==> src/rtl/irq_stat_pkg.sv <==
package irq_stat_pkg;
  localparam int NUM_IRQ = 4;
  localparam int IRQ_GOOD_OR_RX = 0;
  localparam int IRQ_BAD_OR_SYNCD = 1;
  localparam int IRQ_POLL_OR_MC = 2;
  localparam int IRQ_TX_OR_VEC = 3;
  localparam int ERR_HANDSHAKE = 0;
  localparam int ERR_LOOPTEST = 1;
  localparam int ERR_PARITY = 2;
  localparam int ERR_MANCHESTER = 3;
  localparam int ERR_TX_TIMEOUT = 4;
  localparam int ERR_ADDRESS = 5;
  localparam int NUM_ERR = 6;
endpackage

==> src/rtl/err_capture.sv <==
module err_capture #(
  parameter int W = 6
) (
  input  logic         clk,
  input  logic         rst_n,
  input  logic         clr,
  input  logic [W-1:0] err_in,
  output logic [W-1:0] err_q
);
  always_ff @(posedge clk) begin
    if (!rst_n) err_q <= '0;
    else        err_q <= (clr ? '0 : err_q) | err_in;
  end
endmodule

==> src/rtl/xfer_judge.sv <==
module xfer_judge #(
  parameter int SW = 16,
  parameter int EW = 6
) (
  input  logic [EW-1:0] err_seen,
  input  logic [SW-1:0] sw1,
  input  logic [SW-1:0] sw2,
  input  logic [SW-1:0] mask,
  input  logic          two_words,
  output logic          good
);
  logic hit1, hit2;
  always_comb begin
    hit1 = |(sw1 & mask);
    hit2 = two_words && (|(sw2 & mask));
    good = !(|err_seen) && !hit1 && !hit2;
  end
endmodule

==> src/rtl/irq_bank.sv <==
module irq_bank #(
  parameter int N = 4
) (
  input  logic         clk,
  input  logic         rst_n,
  input  logic [N-1:0] set,
  input  logic         clr_we,
  input  logic [N-1:0] clr_bits,
  output logic [N-1:0] q
);
  for (genvar i = 0; i < N; i++) begin : g_bit
    always_ff @(posedge clk) begin
      if (!rst_n)                    q[i] <= 1'b0;
      else if (set[i])               q[i] <= 1'b1;
      else if (clr_we && clr_bits[i]) q[i] <= 1'b0;
    end
  end
endmodule

==> src/rtl/mode_irq_status.sv <==
module mode_irq_status
  import irq_stat_pkg::*;
#(
  parameter int STAT_W = 16,
  parameter int ERR_W  = NUM_ERR
) (
  input  logic              clk,
  input  logic              rst_n,
  input  logic              bc_mode,
  input  logic              xfer_start,
  input  logic              msg_done,
  input  logic              msg_is_tx,
  input  logic              dma_done,
  input  logic              rt2rt,
  input  logic              sync_data_mc,
  input  logic              sync_nodata_mc,
  input  logic              reset_mc,
  input  logic              busctl_mc,
  input  logic              vector_req,
  input  logic              poll_done,
  input  logic [ERR_W-1:0]  err_in,
  input  logic [STAT_W-1:0] stat_word1,
  input  logic [STAT_W-1:0] stat_word2,
  input  logic [STAT_W-1:0] stat_mask,
  input  logic              irq_clr_we,
  input  logic [NUM_IRQ-1:0] irq_clr_bits,
  input  logic              err_rd,
  output logic [NUM_IRQ-1:0] irq,
  output logic [ERR_W-1:0]  err_flags
);
  logic [ERR_W-1:0]   err_now;
  logic               xfer_ok;
  logic               pend_rx, pend_tx;
  logic               arm_rx, arm_tx;
  logic [NUM_IRQ-1:0] irq_set;

  err_capture #(.W(ERR_W)) u_err (
    .clk(clk), .rst_n(rst_n), .clr(err_rd || xfer_start),
    .err_in(err_in), .err_q(err_flags)
  );

  assign err_now = err_flags | err_in;

  xfer_judge #(.SW(STAT_W), .EW(ERR_W)) u_judge (
    .err_seen(err_now), .sw1(stat_word1), .sw2(stat_word2),
    .mask(stat_mask), .two_words(rt2rt), .good(xfer_ok)
  );

  // Data-message interrupts wait in a pending flag until the DMA burst ends.
  always_comb begin
    arm_rx = msg_done && (bc_mode ? xfer_ok : !msg_is_tx);
    arm_tx = msg_done && !bc_mode && msg_is_tx;
  end

  always_ff @(posedge clk) begin
    if (!rst_n) begin
      pend_rx <= 1'b0;
      pend_tx <= 1'b0;
    end else begin
      pend_rx <= arm_rx || (pend_rx && !dma_done);
      pend_tx <= arm_tx || (pend_tx && !dma_done);
    end
  end

  always_comb begin
    irq_set = '0;
    irq_set[IRQ_GOOD_OR_RX]   = dma_done && pend_rx;
    irq_set[IRQ_BAD_OR_SYNCD] = bc_mode ? (msg_done && !xfer_ok) : sync_data_mc;
    irq_set[IRQ_POLL_OR_MC]   = bc_mode ? poll_done
                                        : (sync_nodata_mc || reset_mc || busctl_mc);
    irq_set[IRQ_TX_OR_VEC]    = !bc_mode && (vector_req || (dma_done && pend_tx));
  end

  irq_bank #(.N(NUM_IRQ)) u_irq (
    .clk(clk), .rst_n(rst_n), .set(irq_set),
    .clr_we(irq_clr_we), .clr_bits(irq_clr_bits), .q(irq)
  );
endmodule

==> config.mk <==
export PLATFORM = sky130hd
export DESIGN_NAME = mode_irq_status
export DESIGN_NICKNAME = d
export VERILOG_FILES = /design/src/rtl/irq_stat_pkg.sv /design/src/rtl/err_capture.sv /design/src/rtl/xfer_judge.sv /design/src/rtl/irq_bank.sv /design/src/rtl/mode_irq_status.sv
export SDC_FILE = /design/constraint.sdc
export NUM_CORES = 1
export LEC_CHECK = 0
export CAP_MARGIN = 20
export CORE_UTILIZATION = 30
export CTS_BUF_LIST = sky130_fd_sc_hd__clkbuf_8
export DETAILED_ROUTE_END_ITERATION = 16
export HOLD_SLACK_MARGIN = 0.06
export PLACE_DENSITY_LB_ADDON = 0.15
export SLEW_MARGIN = 20
export SYNTH_ARGS = -nofsm -noshare
export SYNTH_HDL_FRONTEND = slang
export SYNTH_HIERARCHICAL = 1
export SYNTH_SLANG_ARGS = --single-unit
==> constraint.sdc <==
create_clock -name clk -period 3.7 [get_ports clk]
set_input_delay 0.925 -clock clk [delete_from_list [all_inputs] [get_ports clk]]
set_output_delay 0.925 -clock clk [all_outputs]
set_load 0.01 [all_outputs]
== Yosys cells after proc, flatten, opt, wreduce, memory -nomap -nowiden ==
Cells that the tools add are included.

* Mux-type cells: 12
* Reduce and logical (&&, ||, !) cells: 36
* Bitwise operators: 4

{| class="wikitable"
|+ Operator list
! operator !! count
|-
| $and A16 B16 Y16 || 2
|-
| $reduce_or A16 Y1 || 2
|-
| $logic_and A1 B1 Y1 || 16
|-
| $or A6 B6 Y6 || 2
|-
| $mux W1 || 11
|-
| $reduce_bool A2 Y1 || 4
|-
| $logic_not A1 Y1 || 7
|-
| $logic_or A1 B1 Y1 || 6
|-
| $mux W6 || 1
|-
| $reduce_or A6 Y1 || 1
|}

* Register bits: 12
* Word-level logic and storage cells: 59
* Output and inout bits: 10
* Bits of input ports: 74

== Longest topological paths before layout ==
Gate-level depths: netlist of the first run.

* Depth after elaboration: 9
* Depth in mapped cells: 8
* Depth with buffers taken out: 8

== Modules after synthesis ==
Netlist of the first run, hierarchy kept.

{| class="wikitable"
|+ Modules (own cells, without submodules)
! module !! instances !! sequential area each (um2) !! cells an instance !! area each (um2)
|-
| err_capture || 1 || 120.1 || 18 || 202.7
|-
| xfer_judge || 1 || 0.0 || 21 || 197.7
|-
| mode_irq_status || 1 || 40.0 || 25 || 190.2
|-
| irq_bank || 1 || 80.1 || 16 || 140.1
|}

== Worst setup path after synthesis of the first run ==
No wires, ideal clock.

* Kind: input to register
* Start: in err_in[1]
* End: reg u_irq.q[1]
* Required time: 3,579 ps
* Stages on the path: 8
* Data arrival time: 2,239 ps
* Library setup time: 121 ps
* Buffers on the path: 0
* Setup slack: 1,339 ps
* Cell sequence: or2_2 > nor4_1 > nand4_1 > a211oi_2 > nor2b_4 > a22o_1 > o21ai_1 > a31oi_1

* Word-level cells in the longest chain between the ends: 9
* Elaborated cells on any way between the ends: 10
* Those cells by class: mux (2); bitwise (1); reduce/logical (7)

{| class="wikitable"
|+ RTL lines
! element !! line !! source
|-
| from (decl) || mode_irq_status.sv:21 || <nowiki>input logic [ERR_W-1:0] err_in,</nowiki>
|-
| $or A6 B6 Y6 (*) || mode_irq_status.sv:42 || <nowiki>assign err_now = err_flags | err_in;</nowiki>
|-
| $reduce_or A6 Y1 (*) || xfer_judge.sv:16 || <nowiki>good = !(|err_seen) && !hit1 && !hit2;</nowiki>
|-
| $logic_not A1 Y1 (*) || xfer_judge.sv:16 ||
|-
| $logic_and A1 B1 Y1 (*) (2 in a row) || xfer_judge.sv:16 ||
|-
| net xfer_ok || mode_irq_status.sv:32 || <nowiki>logic xfer_ok;</nowiki>
|-
| $logic_not A1 Y1 (*) || mode_irq_status.sv:68 || <nowiki>irq_set[IRQ_BAD_OR_SYNCD] = bc_mode ? (msg_done && !xfer_ok) : sync_data_mc;</nowiki>
|-
| $logic_and A1 B1 Y1 (*) || mode_irq_status.sv:68 ||
|-
| $mux W1 (*) || mode_irq_status.sv:68 ||
|-
| net irq_set[1] || mode_irq_status.sv:35 || <nowiki>logic [NUM_IRQ-1:0] irq_set;</nowiki>
|-
| $mux W1 or $reduce_bool A2 Y1 (tied branches) || - ||
|-
| to (signal, indexed assignment) || irq_bank.sv:13 || <nowiki>if (!rst_n) q[i] <= 1'b0;</nowiki>
|-
| to (signal, indexed assignment) || irq_bank.sv:14 || <nowiki>else if (set[i]) q[i] <= 1'b1;</nowiki>
|-
| to (signal, indexed assignment) || irq_bank.sv:15 || <nowiki>else if (clr_we && clr_bits[i]) q[i] <= 1'b0;</nowiki>
|-
| to (decl) || irq_bank.sv:9 || <nowiki>output logic [N-1:0] q</nowiki>
|}

The timed path passes the listed nets; every way through them passes the cells marked *.
A chain may end at the register's enable or synchronous reset.

== Worst setup path after layout of the first run ==
* Start: in err_in[1]
* End: reg u_irq.q[1]

* Word-level cells in the longest chain between the ends: 9
* Elaborated cells on any way between the ends: 10
* Those cells by class: mux (2); bitwise (1); reduce/logical (7)

{| class="wikitable"
|+ RTL lines
! element !! line !! source
|-
| $or A6 B6 Y6 (*) || mode_irq_status.sv:42 ||
|-
| net err_now[1] || mode_irq_status.sv:31 || <nowiki>logic [ERR_W-1:0] err_now;</nowiki>
|-
| $reduce_or A6 Y1 (*) || xfer_judge.sv:16 ||
|-
| $logic_not A1 Y1 (*) || xfer_judge.sv:16 ||
|-
| $logic_and A1 B1 Y1 (*) (2 in a row) || xfer_judge.sv:16 ||
|-
| net xfer_ok || mode_irq_status.sv:32 ||
|-
| $logic_not A1 Y1 (*) || mode_irq_status.sv:68 ||
|-
| $logic_and A1 B1 Y1 (*) || mode_irq_status.sv:68 ||
|-
| $mux W1 (*) || mode_irq_status.sv:68 ||
|-
| net irq_set[1] || mode_irq_status.sv:35 ||
|-
| $mux W1 or $reduce_bool A2 Y1 (tied branches) || - ||
|}

Marks and branches as above.

==> metrics.yaml, run 1 <==
outcome:
  status: "finished, final reports clean"
final_layout:
  n_antenna_cell: 0
  final_nets: 242
  drive_above_1_share_pct: 10.2
  syn2layout_area_growth_pct: 124
clock_tree:
  cts-buffers-inserted: 3
  holdBufCountCts: 0
  clock_path_buffers: 2
  ctsResizeCount: 0
  cts_tree: "done"
  postCtsSetupRepairBufs: 0
  cts.sinks: 12
  root_buffer: "clkbuf_8"
  cts.clk_slew.worst_paths_ns: 0.05
  h-tree-depth: 1
  clk_latency_ns: 0.23
floorplan:
  die_x_um: 51.4
  ios: 84
  rows: 17
  floorplan.initialDensity_pct: 32.4
  chipHeight_um: 51.4
  die_area_um2: 2640
  design.core.area_um2: 2250
sta:
  fmax_mhz: 353
  relSlewSlack_pct: 71.9
  min_period_ns: 2.84
  worst_hold_slack_ns: 0.495
  hold_viol_final: 0
  final_max_slew_viol_count: 0
  rsz0062_at_grt: "false"
  tightest_slew_ns: 0.420
  finalSetupTns_ns: 0
  setup_viol: 0
  fin_skew_ns: 0.00237
  finalCritPeriodShare_pct: 76.7
drt:
  ant_nets: 0
  vias: 968
  drt_iter0_drc: 11
  viasPerCell: 4.99
  drc: 0
  wl_um: 2350
  wl_per_cell_um: 12.1
  firstDrtPassIters: 4
worst_setup_path:
  cpMaxStageDelayCell: "clkdlybuf4s50_1"
  rr_endpoint: "u_irq/q[1]"
  r2r_start: "u_err/err_q[1]"
  arrival_ns: 2.94
  end_kind: "flop"
  reg2reg_slack_ns: 1.70
  worst_path_dominant_cell_family: "simple AND/OR/NAND/NOR gates"
  crit_type: "in -> reg"
  reg2reg_depth: 8
  cp_max_fo: 2
  cpPeakStageDelay_ns: 0.42
  cp_num_buf_inv: 1
  cp.required_ns: 3.81
  worstPathCellList: "clkdlybuf4s50_1, or2_2, nor4_1, nand4_1, a211oi_2, nor2b_4, a22o_1, o21ai_1, a31oi_1"
  worstSetupStartpointType: "input port"
synth:
  syn_inst: 80
  synth_warnings: 6
  syn_area_um2: 731
  synth_edf_count: 0
  synth_cell_types: 27
  ys_ff_latch: 12
  yosysMostFrequentCell: "dfxtp_1"
  postSynth.asyncResetShare_pct: 0
  synth_ff_type: "dfxtp_1"
  avgSynthCellArea_um2: 9.13
  synth_top_area_cell: "dfxtp_1"
  synth_nets: 154
  synth_top_area_share_pct: 32.9
  synth_area_leaders: "dfxtp_1, a221oi_2, a22o_1"
  yosysSeqAreaShare_pct: 32.9
  synthTopCellsByCount: "dfxtp_1, nor2b_1, or2_2"
global_routing:
  track_usage_pct: 18.7
  grt_max_degree: 14
  grt-ovfl-total: 0
  grt_pass1_wl_um: 3680
  grt_pass1_vias: 941
  antenna_found_initial: 0
placed_design:
  io_buffers: 83
  place.gp.congestion: 0.787
  hpwl_um: 2110
min_path:
  worstHoldStart: "pend_rx"
  hold_path_depth: 2
  hp-class: "reg -> reg"
  hold_end: "pend_rx"
power:
  power_density_nw_per_um2: 239
  irDropWorstVdd_v: 0.000263
  leakage_uw: 0.000607
job:
  cap_viol_max_count: 0
## cells by family (layout without fill, tap and decap cells)
family | count (synthesis) | count (layout) | share of synthesized area, %
AO/OA/AOI/OAI | 36 | 36 | 41.3
flip-flops | 12 | 12 | 32.9
buffers and inverters | 5 | 91 | 2.57
AND/OR/NAND/NOR | 27 | 27 | 23.3
## power breakdown
group | switching, uW | internal, uW | total, uW
Clock | 38.8 | 71.0 | 110
Sequential | 4.42 | 138 | 142
Combinational | 38.8 | 101 | 140
Total | 82.1 | 310 | 392
## worst max path at each step
stage                    from          to  slack, ns  depth (start not counted)
finish              err_in[1]  u_irq/q[1]       0.86                          9
global route        err_in[1]  u_irq/q[1]       0.74                          9
CTS                 err_in[1]  u_irq/q[1]       0.87                          9
detailed placement  err_in[1]  u_irq/q[1]       0.64                          9
global placement    err_in[1]  u_irq/q[1]       0.77                          9
floorplan           err_in[1]  u_irq/q[1]       1.34                          8
## metrics by stage
stage | utilization [%] | total power, uW | setup slack [ns] | std cells | area, um^2
2_1_floorplan | - | 180 | 1.34 | 80 | 731
4_1_cts | 72.6 | 397 | 0.870 | 194 | 1640
3_5_place_dp | 70.8 | 285 | 0.637 | 191 | 1600
3_3_place_gp | 70.8 | 282 | 0.770 | 191 | 1600
5_1_grt | 72.6 | 419 | 0.736 | 194 | 1640
6_report | 72.6 | 392 | 0.864 | 194 | 1640
## flip-flops by register name, indices dropped and copies added, names as in the netlist
| signal | cells |
|---|---|
| pend_rx | 1 |
| pend_tx | 1 |
| u_err/err_q | 6 |
| u_irq/q | 4 |
## worst register-to-register path, stage by stage, from the launching register on
cell and delay (ns):
dfxtp_1 0.31, or2_2 0.27, nor4_1 0.39, nand4_1 0.15
a211oi_2 0.30, nor2b_4 0.07, a22o_1 0.20, o21ai_1 0.15
a31oi_1 0.06
## routing by layer
layer	vias to the layer above	routed length, um	GRT usage [%]
met5	-	0	0
met1	428	879	19.1
li1	490	-	-
met3	2	180	3.87
met2	48	1270	37.5
met4	0	20	5.41
## cells in the final DEF, fill, tap and decap left out, types with 2 or more instances in the layout
cell and n:
a22o_1 6, a31oi_1 4, nand4_1 3, nor2b_1 7, dfxtp_1 12, nand3b_1 2, clkdlybuf4s50_1 83, inv_1 5
clkbuf_8 3, a22oi_1 4, nand2_1 2, o21ai_1 4, o21a_1 6, a221oi_2 4, or2_2 7
## cell type report
type / instances / area, um^2
sequential: 12 / 240
tap: 28 / 35.0
inverter: 5 / 18.8
timing repair buffer: 83 / 831
fill: 184 / 617
clock buffer: 3 / 41.3
multi-input combinational: 63 / 472
Power figures use the tool's default switching activity.
==> run 2: changes to the inputs <==
Settings changed: CORE_UTILIZATION 30 to 28.
Clock period 3.7 ns to 2.8 ns, I/O delays scaled along.
==> run 2 against run 1 <==
Effect of this change: sequential cell count stayed put; via count is 1.4% higher; critical path depth stayed put; final cell count is 1.5% higher; setup slack worse by 0.58 ns; first-iteration DRC count is 27% lower; hold slack worse by 0.018 ns; global-route usage is 0.97 points lower; wire length is 2.6% higher; register-to-register slack worse by 0.81 ns; highest routed layer unchanged.
==> metrics.yaml, run 2 (same netlist as run 1, synthesis figures left out) <==
global_routing:
  track_usage_pct: 17.8
  grt-ovfl-total: 0
  grt_max_degree: 14
  antenna_found_initial: 0
  grt_pass1_vias: 940
  grt_pass1_wl_um: 3590
drt:
  wl_per_cell_um: 12.2
  ant_nets: 0
  drc: 0
  wl_um: 2410
  drt_iter0_drc: 8
  firstDrtPassIters: 6
  vias: 982
  viasPerCell: 4.98
power:
  power_uw: 556
  power_density_nw_per_um2: 336
  irDropWorstVdd_v: 0.000302
  leakage_uw: 0.000614
clock_tree:
  cts-buffers-inserted: 3
  root_buffer: "clkbuf_8"
  holdBufCountCts: 0
  clock_path_buffers: 2
  h-tree-depth: 1
  postCtsSetupRepairBufs: 0
  ctsResizeCount: 0
  cts.clk_slew.worst_paths_ns: 0.05
  cts_tree: "done"
  clk_latency_ns: 0.23
  cts.sinks: 12
sta:
  rsz0062_at_grt: "false"
  hold_viol_final: 0
  final_max_slew_viol_count: 0
  min_period_ns: 2.52
  fin_skew_ns: 0.00188
  finalCritPeriodShare_pct: 89.9
  worst_hold_slack_ns: 0.477
  tightest_slew_ns: 0.464
  relSlewSlack_pct: 69.0
  fmax_mhz: 397
  setup_viol: 0
  finalSetupTns_ns: 0
final_layout:
  drive_above_1_share_pct: 10.8
  n_antenna_cell: 0
  design_area_um2: 1650
  syn2layout_area_growth_pct: 126
  layout_commonest_cell: "clkdlybuf4s50_1"
  final_nets: 242
  fin_cells: 197
  top_register: "u_err/err_q"
  largest_reg_flops: 6
  largestRegisters: "u_err/err_q (6), u_irq/q (4)"
  final_cell_mix: "clkdlybuf4s50_1, dfxtp_1, or2_2, nor2b_1"
floorplan:
  die_x_um: 53.1
  ios: 84
  chipHeight_um: 53.1
  design.core.area_um2: 2480
  die_area_um2: 2820
  floorplan.initialDensity_pct: 29.5
  rows: 18
placed_design:
  place_inst: 193
  io_buffers: 83
  hpwl_um: 2110
  place.gp.congestion: 0.696
  placed_area_um2: 1600
worst_setup_path:
  worstPathCellList: "clkdlybuf4s50_1, or2_2, nor4_1, nand4_1, a211oi_2, nor2b_4, a22o_1, o21ai_1, a31oi_1"
  cp.required_ns: 2.91
  reg2reg_depth: 8
  crit_cells: 9
  rr_endpoint: "u_irq/q[1]"
  crit_type: "in -> reg"
  crit_path_start: "err_in[1]"
  worstSetupStartpointType: "input port"
  cp_num_buf_inv: 1
  cpMaxStageDelayCell: "clkdlybuf4s50_1"
  cp_max_fo: 2
  cpPeakStageDelay_ns: 0.42
  worst_path_dominant_cell_family: "simple AND/OR/NAND/NOR gates"
  end_kind: "flop"
  arrival_ns: 2.63
  crit_path_end: "u_irq/q[1]"
  r2r_start: "u_err/err_q[1]"
  reg2reg_slack_ns: 0.89
min_path:
  hp-class: "reg -> reg"
outcome:
  status: "finished, final reports clean"
job:
  cap_viol_max_count: 0
run 2: area by class of cell:
type | instances | area (um^2)
Sequential cell | 12 | 240
Multi-Input combinational cell | 63 | 472
Tap cell | 30 | 37.5
Timing Repair Buffer | 83 | 831
Inverter | 5 | 18.8
Clock buffer | 4 | 55.1
Fill cell | 216 | 823
run 2: metrics by stage:
step	utilization (%)	setup WS [ns]
2_1_floorplan	-	0.664
3_3_place_gp	64.5	0.0796
3_5_place_dp	64.5	-0.0303
4_1_cts	66.8	0.212
5_1_grt	66.8	0.110
6_report	66.8	0.283
run 2: worst min-delay path by stage:
| stage | startpoint | endpoint | slack (ns) | cells after the start |
|---|---|---|---|---|
| floorplan | pend_tx | pend_tx | 0.45 | 2 |
| global placement | pend_tx | pend_tx | 0.46 | 2 |
| detailed placement | pend_tx | pend_tx | 0.46 | 2 |
| CTS | pend_tx | pend_tx | 0.47 | 2 |
| global route | pend_tx | pend_tx | 0.48 | 2 |
| finish | pend_tx | pend_tx | 0.48 | 2 |
run 2: routing by layer:
| layer | vias up | share of wire (%) | global-route usage [%] |
|---|---|---|---|
| met4 | 0 | 1.8 | 9.65 |
| met1 | 432 | 37 | 16.6 |
| li1 | 490 | - | - |
| met5 | - | 0 | 0 |
| met2 | 56 | 52 | 34.8 |
| met3 | 4 | 8.7 | 4.02 |
run 2: report_power, final:
part	total (uW)	internal (uW)	switching [uW]
logic	186	134	52.0
registers	187	182	5.73
clock network	183	124	59.4
run 2: worst register-to-register path, cell delays in order, from the launching register on:
cell	delay [ns]
dfxtp_1	0.31
or2_2	0.27
nor4_1	0.33
nand4_1	0.15
a211oi_2	0.29
nor2b_4	0.07
a22o_1	0.20
o21ai_1	0.12
a31oi_1	0.06
